## src/rtl/rfpad_pkg.sv

```systemverilog
package rfpad_pkg;

    localparam int unsigned ACC_W_DEF = 8;
    localparam int unsigned PAD_DEF_HALF_DB = 60;
    localparam int unsigned THR_DEF_HALF_DB = 48;

    typedef enum logic [1:0] {
        PAD_OFF  = 2'd0,
        PAD_SEEK = 2'd1,
        PAD_HOLD = 2'd2
    } pad_state_e;

endpackage

```

## src/rtl/rfpad_acc.sv

```systemverilog
module rfpad_acc #(
    parameter int unsigned ACC_W = 8
) (
    input  logic                    clk,
    input  logic                    rst_n,
    input  logic                    preload,
    input  logic [ACC_W-1:0]        preload_val,
    input  logic signed [ACC_W:0]   delta,
    output logic [ACC_W-1:0]        acc
);

    localparam int unsigned SUM_W = ACC_W + 2;
    localparam logic signed [SUM_W-1:0] ACC_MAX = SUM_W'((1 << ACC_W) - 1);

    logic signed [SUM_W-1:0] sum_s;
    logic [ACC_W-1:0]        sat_val;

    always_comb begin
        sum_s = $signed({2'b00, acc}) + SUM_W'(delta);
        if (sum_s < 0) begin
            sat_val = '0;
        end else if (sum_s > ACC_MAX) begin
            sat_val = '1;
        end else begin
            sat_val = sum_s[ACC_W-1:0];
        end
    end

    always_ff @(posedge clk or negedge rst_n) begin
        if (!rst_n) begin
            acc <= '0;
        end else if (preload) begin
            acc <= preload_val;
        end else begin
            acc <= sat_val;
        end
    end

endmodule

```

## src/rtl/rfpad_fsm.sv

```systemverilog
module rfpad_fsm
    import rfpad_pkg::*;
(
    input  logic clk,
    input  logic rst_n,
    input  logic rx_en,
    input  logic locked,
    input  logic sat,
    input  logic below,
    output logic engage,
    output logic pad_on,
    output logic drop_lock
);

    pad_state_e cur_q, nxt;

    // Next-state decision; receive-off overrides everything.
    always_comb begin
        nxt    = cur_q;
        engage = 1'b0;
        unique case (cur_q)
            PAD_OFF: begin
                if (!locked && sat) begin
                    nxt    = PAD_SEEK;
                    engage = 1'b1;
                end
            end
            PAD_SEEK: begin
                if (locked) begin
                    nxt = PAD_HOLD;
                end else if (sat) begin
                    nxt    = PAD_SEEK;
                    engage = 1'b1;
                end else if (below) begin
                    nxt = PAD_OFF;
                end
            end
            PAD_HOLD: begin
                if (!locked) begin
                    nxt = PAD_SEEK;
                end
            end
            default: nxt = PAD_OFF;
        endcase
        if (!rx_en) begin
            nxt    = PAD_OFF;
            engage = 1'b0;
        end
    end

    // State register.
    always_ff @(posedge clk or negedge rst_n) begin
        if (!rst_n) begin
            cur_q <= PAD_OFF;
        end else begin
            cur_q <= nxt;
        end
    end

    // Output register and decode.
    always_ff @(posedge clk or negedge rst_n) begin
        if (!rst_n) begin
            drop_lock <= 1'b0;
        end else begin
            drop_lock <= engage;
        end
    end

    always_comb begin
        pad_on = (cur_q != PAD_OFF);
    end

endmodule

```

## src/rtl/rfpad_ctrl.sv

```systemverilog
module rfpad_ctrl
    import rfpad_pkg::*;
#(
    parameter int unsigned ACC_W = ACC_W_DEF
) (
    input  logic                  clk,
    input  logic                  rst_n,
    input  logic                  rx_en,
    input  logic                  agc_locked,
    input  logic                  sat_det,
    input  logic signed [ACC_W:0] acc_delta,
    input  logic [ACC_W-1:0]      pad_cfg,
    input  logic [ACC_W-1:0]      thr_cfg,
    output logic                  gain_hi,
    output logic [ACC_W-1:0]      acc_val,
    output logic [ACC_W-1:0]      pad_db,
    output logic                  drop_lock
);

    logic engage;
    logic pad_on;
    logic below;

    assign below = (acc_val < thr_cfg);

    rfpad_fsm u_fsm (
        .clk       (clk),
        .rst_n     (rst_n),
        .rx_en     (rx_en),
        .locked    (agc_locked),
        .sat       (sat_det),
        .below     (below),
        .engage    (engage),
        .pad_on    (pad_on),
        .drop_lock (drop_lock)
    );

    rfpad_acc #(.ACC_W(ACC_W)) u_acc (
        .clk         (clk),
        .rst_n       (rst_n),
        .preload     (engage),
        .preload_val (thr_cfg),
        .delta       (acc_delta),
        .acc         (acc_val)
    );

    assign gain_hi = !pad_on;
    assign pad_db  = pad_on ? pad_cfg : '0;

endmodule

```

## config.mk

```make
export PLATFORM = sky130hd
export DESIGN_NAME = rfpad_ctrl
export DESIGN_NICKNAME = d
export VERILOG_FILES = /design/src/rtl/rfpad_pkg.sv /design/src/rtl/rfpad_acc.sv /design/src/rtl/rfpad_fsm.sv /design/src/rtl/rfpad_ctrl.sv
export SDC_FILE = /design/constraint.sdc
export NUM_CORES = 1
export LEC_CHECK = 0
export CAP_MARGIN = 10
export CORE_MARGIN = 5
export CORE_UTILIZATION = 35
export DETAILED_ROUTE_END_ITERATION = 10
export HOLD_SLACK_MARGIN = 0.12
export PLACE_DENSITY = 0.69
export SLEW_MARGIN = 20
export SYNTH_ARGS = -nofsm -noshare
export SYNTH_HDL_FRONTEND = slang
export SYNTH_HIERARCHICAL = 1
export SYNTH_SLANG_ARGS = --single-unit
```

## constraint.sdc

```tcl
create_clock -name clk -period 3.96 [get_ports clk]
set_input_delay 0.594 -clock clk [delete_from_list [all_inputs] [get_ports clk]]
set_output_delay 0.594 -clock clk [all_outputs]
set_load 0.05 [all_outputs]
```

Yosys cells after proc, flatten, opt, wreduce, memory -nomap -nowiden
Cells that the tools add are included.
{"block": "op_classes", "addsub": 1, "multipliers": 0, "n_div": 0, "n_lt_le_gt_ge": 3, "n_eq_ne": 5, "shifts": 0, "muxes": 16, "n_bitwise": 0, "reduce_logical": 6}
{"cell": "two-way mux 8 bit", "n": 4}
{"cell": "two-way mux 2 bit", "n": 6}
{"cell": "adder 9 x 9 -> 10 bit", "n": 1}
{"cell": "> comparator 10 x 9 -> 1 bit (second input constant)", "n": 1}
{"cell": "less-than comparator 10 x 1 -> 1 bit (second input constant)", "n": 1}
{"cell": "less-than comparator 8 bit", "n": 1}
{"cell": "one-hot mux 2 bit (3 select lines)", "n": 1}
{"cell": "!= test 5 bit (second input constant)", "n": 1}
{"cell": "two-way mux 1 bit", "n": 4}
{"cell": "!= test 3 x 2 -> 1 bit (second input constant)", "n": 1}
{"cell": "!= test 3 bit (second input constant)", "n": 1}
{"cell": "AND reduction 3 bit", "n": 1}
{"cell": "== test 2 x 1 -> 1 bit (second input constant)", "n": 1}
{"cell": "== test 2 bit (second input constant)", "n": 1}
{"cell": "zero test 1 bit", "n": 2}
{"cell": "zero test 2 bit", "n": 1}
{"cell": "one-hot mux 1 bit (2 select lines)", "n": 1}
{"cell": "nonzero test 2 bit", "n": 1}
{"cell": "logical AND 1 bit", "n": 1}
{"block": "totals", "register_bits": 11, "latch_bits": 0, "mem_bits_rw": 0, "romBits": 0, "in_bits": 30, "out_inout_bits": 18, "elab_cells": 34, "n_memories": 0}

Longest topological paths before layout
{"block": "logic_depth", "word_depth": 6, "depth_mapped": 9, "mapped_depth_nobuf": 9}

By module
The synthesis kept the hierarchy.
{"module": "rfpad_acc", "n_inst": 1, "cells_each": 81, "area_each_um2": 709.4, "seq_area_each_um2": 200.2}
{"module": "rfpad_ctrl", "n_inst": 1, "cells_each": 34, "area_each_um2": 230.2, "seq_area_each_um2": 0.0}
{"module": "rfpad_fsm", "n_inst": 1, "cells_each": 11, "area_each_um2": 128.9, "seq_area_each_um2": 75.1}

Worst setup path after synthesis
No wires, ideal clock.
{"block": "synth_path", "path_type": "register to register", "from": "reg u_acc.acc[0]", "to": "reg u_acc.acc[7]", "setup_ns": 0.130, "arrival_ns": 2.295, "required_time_ns": 3.830, "path_slack_ns": 1.535, "path_stages_with_launch": 10, "path_buffers": 0, "period_less_slack_ns": 2.425, "cell_sequence": "dfrtp_1 > ha_1 > inv_1 > fa_1 > nand2b_1 > a21oi_2 > a21oi_4 > xnor2_4 > nor4bb_1 > nor3_1"}
{"block": "synth_between", "elab_chain_len": 5, "word_cells_on_any_way": 6, "classes_between": "add/sub: 1; order compare: 2; mux: 3"}
{"item": "from (decl)", "line": "rfpad_acc.sv:9", "rtl": "output logic [ACC_W-1:0] acc"}
{"item": "from (signal assigned)", "line": "rfpad_acc.sv:33", "rtl": "acc <= preload_val;"}
{"item": "from (signal assigned)", "line": "rfpad_acc.sv:35", "rtl": "acc <= sat_val;"}
{"item": "adder 9 x 9 -> 10 bit *", "line": "rfpad_acc.sv:19", "rtl": "sum_s = $signed({2'b00, acc}) + SUM_W'(delta);"}
{"item": "> comparator 10 x 9 -> 1 bit", "line": "rfpad_acc.sv:22", "rtl": "end else if (sum_s > ACC_MAX) begin"}
{"item": "two-way mux 8 bit", "line": "rfpad_acc.sv:22"}
{"item": "two-way mux 8 bit *", "line": "rfpad_acc.sv:20", "rtl": "if (sum_s < 0) begin"}
{"item": "two-way mux 8 bit *", "line": "rfpad_acc.sv:32", "rtl": "end else if (preload) begin"}
Every way passes the cells marked *; elsewhere a longest branch is shown, timed or not.
A chain may end at the register's enable or synchronous reset.

Worst setup path in the final report
{"block": "layout_path", "from": "in acc_delta[0]", "to": "reg u_acc.acc[7]"}
{"block": "layout_between", "elab_chain_len": 5, "word_cells_on_any_way": 6, "classes_between": "add/sub: 1; order compare: 2; mux: 3"}
{"item": "from (decl)", "line": "rfpad_ctrl.sv:11", "rtl": "input logic signed [ACC_W:0] acc_delta,"}
{"item": "adder 9 x 9 -> 10 bit *", "line": "rfpad_acc.sv:19"}
{"item": "> comparator 10 x 9 -> 1 bit", "line": "rfpad_acc.sv:22"}
{"item": "two-way mux 8 bit", "line": "rfpad_acc.sv:22"}
{"item": "two-way mux 8 bit *", "line": "rfpad_acc.sv:20"}
{"item": "two-way mux 8 bit *", "line": "rfpad_acc.sv:32"}
Marked as above.

==> results.toml <==
[outcome]
status = "complete, no violations"

[worst_setup_path]
worstPathMaxFanout = 9
cp.arrival_ns = 2.77
worstSetupPathType = "in2reg"
cp.required_ns = 4.10
start_kind = "input port"
rr_startpoint = "u_acc/acc[0]$_DFF_PN0_"
cp-end-kind = "flop"
r2r_slack_ns = 1.73
r2r_end = "u_acc/acc[7]$_DFF_PN0_"
r2r_cells = 9

[grt]
grt_antenna_before_repair = 0
grt_overflow = 0
grt_pass1_wl_mm = 4.47
track_usage = 0.133
grt_pass1_vias = 1052
grt_max_degree = 15

[timing]
setup_viol = 0
skew_ns = 0.00175
fin_crit_sh = 0.665
hold_viol_final = 0
whs_ns = 0.528
tightestPinTransition_ns = 0.512
relSlewSlack = 0.658
post-route-worst-setup-slack_ns = 1.33
min_period_ns = 2.63
rsz0062_at_grt = "no"
fin_setup_tns_ns = 0
finalMaxSlewViolations = 0
fmax_ghz = 0.380

[layout]
design_area_um2 = 1610
final_core_util = 0.541
final_cell_mix = "clkdlybuf4s50_1 (47), ha_1 (15), inv_1 (12)"
drive_gt1_frac = 0.0678
stdcell_count = 210
nets = 224
final_common_cell = "clkdlybuf4s50_1"
syn_to_final_growth_pct = 50.7
diodes = 0

[synth]
netlist_area_um2 = 1070
synth-seq-cells = 11
synth_fp_nets = 172
yosys_warnings = 6
avgSynthCellArea_um2 = 8.48
synth-seq-area-share = 0.258
syn_inst = 126
synth.distinct_cells = 36

[clock_network]
clock-root-buffer = "clkbuf_4"
path_clk_slew_ns = 0.07
tritoncts = "done"
cts_made_buffers = 3
ctsHoldBuffers = 0
cts_htree_levels = 1
clk_latency_ns = 0.26
clock_path_buffers = 2
clock-sinks = 11
postCtsSetupRepairBufs = 0
cts_resized = 0

[die]
die_area_um2 = 4260
die_y_um = 65.3
num_rows = 20
boundaryPins = 48
die_x_um = 65.3
initial_utilization = 0.359
core_um2 = 2980

[placed_design]
dpl.cell_count = 206
post-dp-hpwl_mm = 2.41
dp_slack_ns = 1.06
port_buffers = 47
gp_congestion = 0.835
placed_area_um2 = 1580

[min_path]
min_from = "u_fsm/cur_q[0]$_DFFE_PN0P_"
min_path_type = "reg2reg"
whs_path_depth = 1
worstHoldEndpoint = "u_fsm/cur_q[0]$_DFFE_PN0P_"

[pwr]
leakagePower_nw = 0.716
ir_drop_mv = 0.445
power.density_nw_per_um2 = 668
power.total_mw = 1.08

[detailed_routing]
num_vias = 1061
drt_iter0_markers = 12
wl_mm = 2.76
viasPerCell = 5.05
drc_errors = 0
drtPass1Iterations = 4
avgRoutedWirePerCell_um = 13.1
ant_nets = 0

[flow_run]
maxCapViolCount = 0
[sequential cells by signal (all words and copies together) (netlist names)]
name and count:
u_fsm/drop_lock 1, u_acc/acc 8, u_fsm/cur_q 2
[critical path, stage by stage]
cell and delay, ns:
clkdlybuf4s50_1 0.46, ha_1 0.19, inv_1 0.06, fa_1 0.37
nand2b_1 0.20, a21oi_2 0.25, a21oi_4 0.11, xnor2_4 0.17
nor4bb_1 0.29, nor3_1 0.09
[layer usage]
layer,track usage,share of wire,vias up
li1,-,-,543
met1,0.154,0.44,487
met2,0.239,0.50,29
met3,0.0137,0.045,2
met4,0.0674,0.013,0
met5,0,0,-
[worst max-delay path by stage]
stage | from | to | slack (ns) | cells after the start
6_report | acc_delta[0] | u_acc/acc[7]$_DFF_PN0_ | 1.33 | 10
5_1_grt | acc_delta[0] | u_acc/acc[7]$_DFF_PN0_ | 1.22 | 10
4_1_cts | acc_delta[0] | u_acc/acc[7]$_DFF_PN0_ | 1.33 | 10
3_5_place_dp | acc_delta[0] | u_acc/acc[7]$_DFF_PN0_ | 1.06 | 10
3_3_place_gp | acc_delta[0] | u_acc/acc[7]$_DFF_PN0_ | 1.12 | 10
2_1_floorplan | u_acc/acc[0]$_DFF_PN0_ | u_acc/acc[7]$_DFF_PN0_ | 1.54 | 9
[power breakdown]
part           internal [mW]  total (mW)  switching (mW)
Clock                 0.0389      0.0739          0.0350
Combinational          0.330       0.798           0.467
Sequential             0.158       0.205          0.0469
[cell usage after synthesis]
cell type	count	area share
a21oi_2	3	0.025
a21oi_1	7	0.033
and2_1	8	0.047
clkbuf_1	1	0.0035
nor4bb_1	1	0.0094
and3_1	2	0.012
nor2_1	10	0.035
nor2b_1	3	0.018
a21oi_4	1	0.015
or2_1	1	0.0059
a41oi_1	1	0.0082
nor3b_1	1	0.0070
or2_2	1	0.0059
o21ai_1	10	0.047
xor2_1	2	0.016
or3_1	1	0.0059
xnor2_1	1	0.0082
dfrtp_1	11	0.26
nand2_1	10	0.035
a221oi_1	2	0.016
o21ai_0	2	0.0094
ha_1	15	0.18
a211oi_1	1	0.0070
inv_1	12	0.042
a21o_1	2	0.014
o31ai_1	1	0.0070
nand3_1	1	0.0047
a211oi_2	1	0.012
o21ai_2	1	0.0082
fa_1	1	0.019
a31o_1	1	0.0082
nand2b_1	6	0.035
nor3_1	2	0.0094
xnor2_4	1	0.026
nor4_1	1	0.0059
o21a_1	1	0.0070
[kinds of logic after synthesis]
logic type,count (synthesis),share of synthesized area
adders and majority gates,16,0.194
DFF,11,0.258
buffers and inverters,13,0.0457
AOI/OAI and AO/OA,34,0.217
xor gates and xnor gates,4,0.0504
and+or+nand+nor,48,0.235
[cell type report]
class                   instances  area, µm²
clock buffers                   4       26.3
fillers                       289       1370
inverters                      12       45.0
multi-input cells             102        744
flip-flops and latches         11        275
well taps                      33       41.3
repair buffers                 48        478
Note: power is estimated with default switching activity, not from simulation.
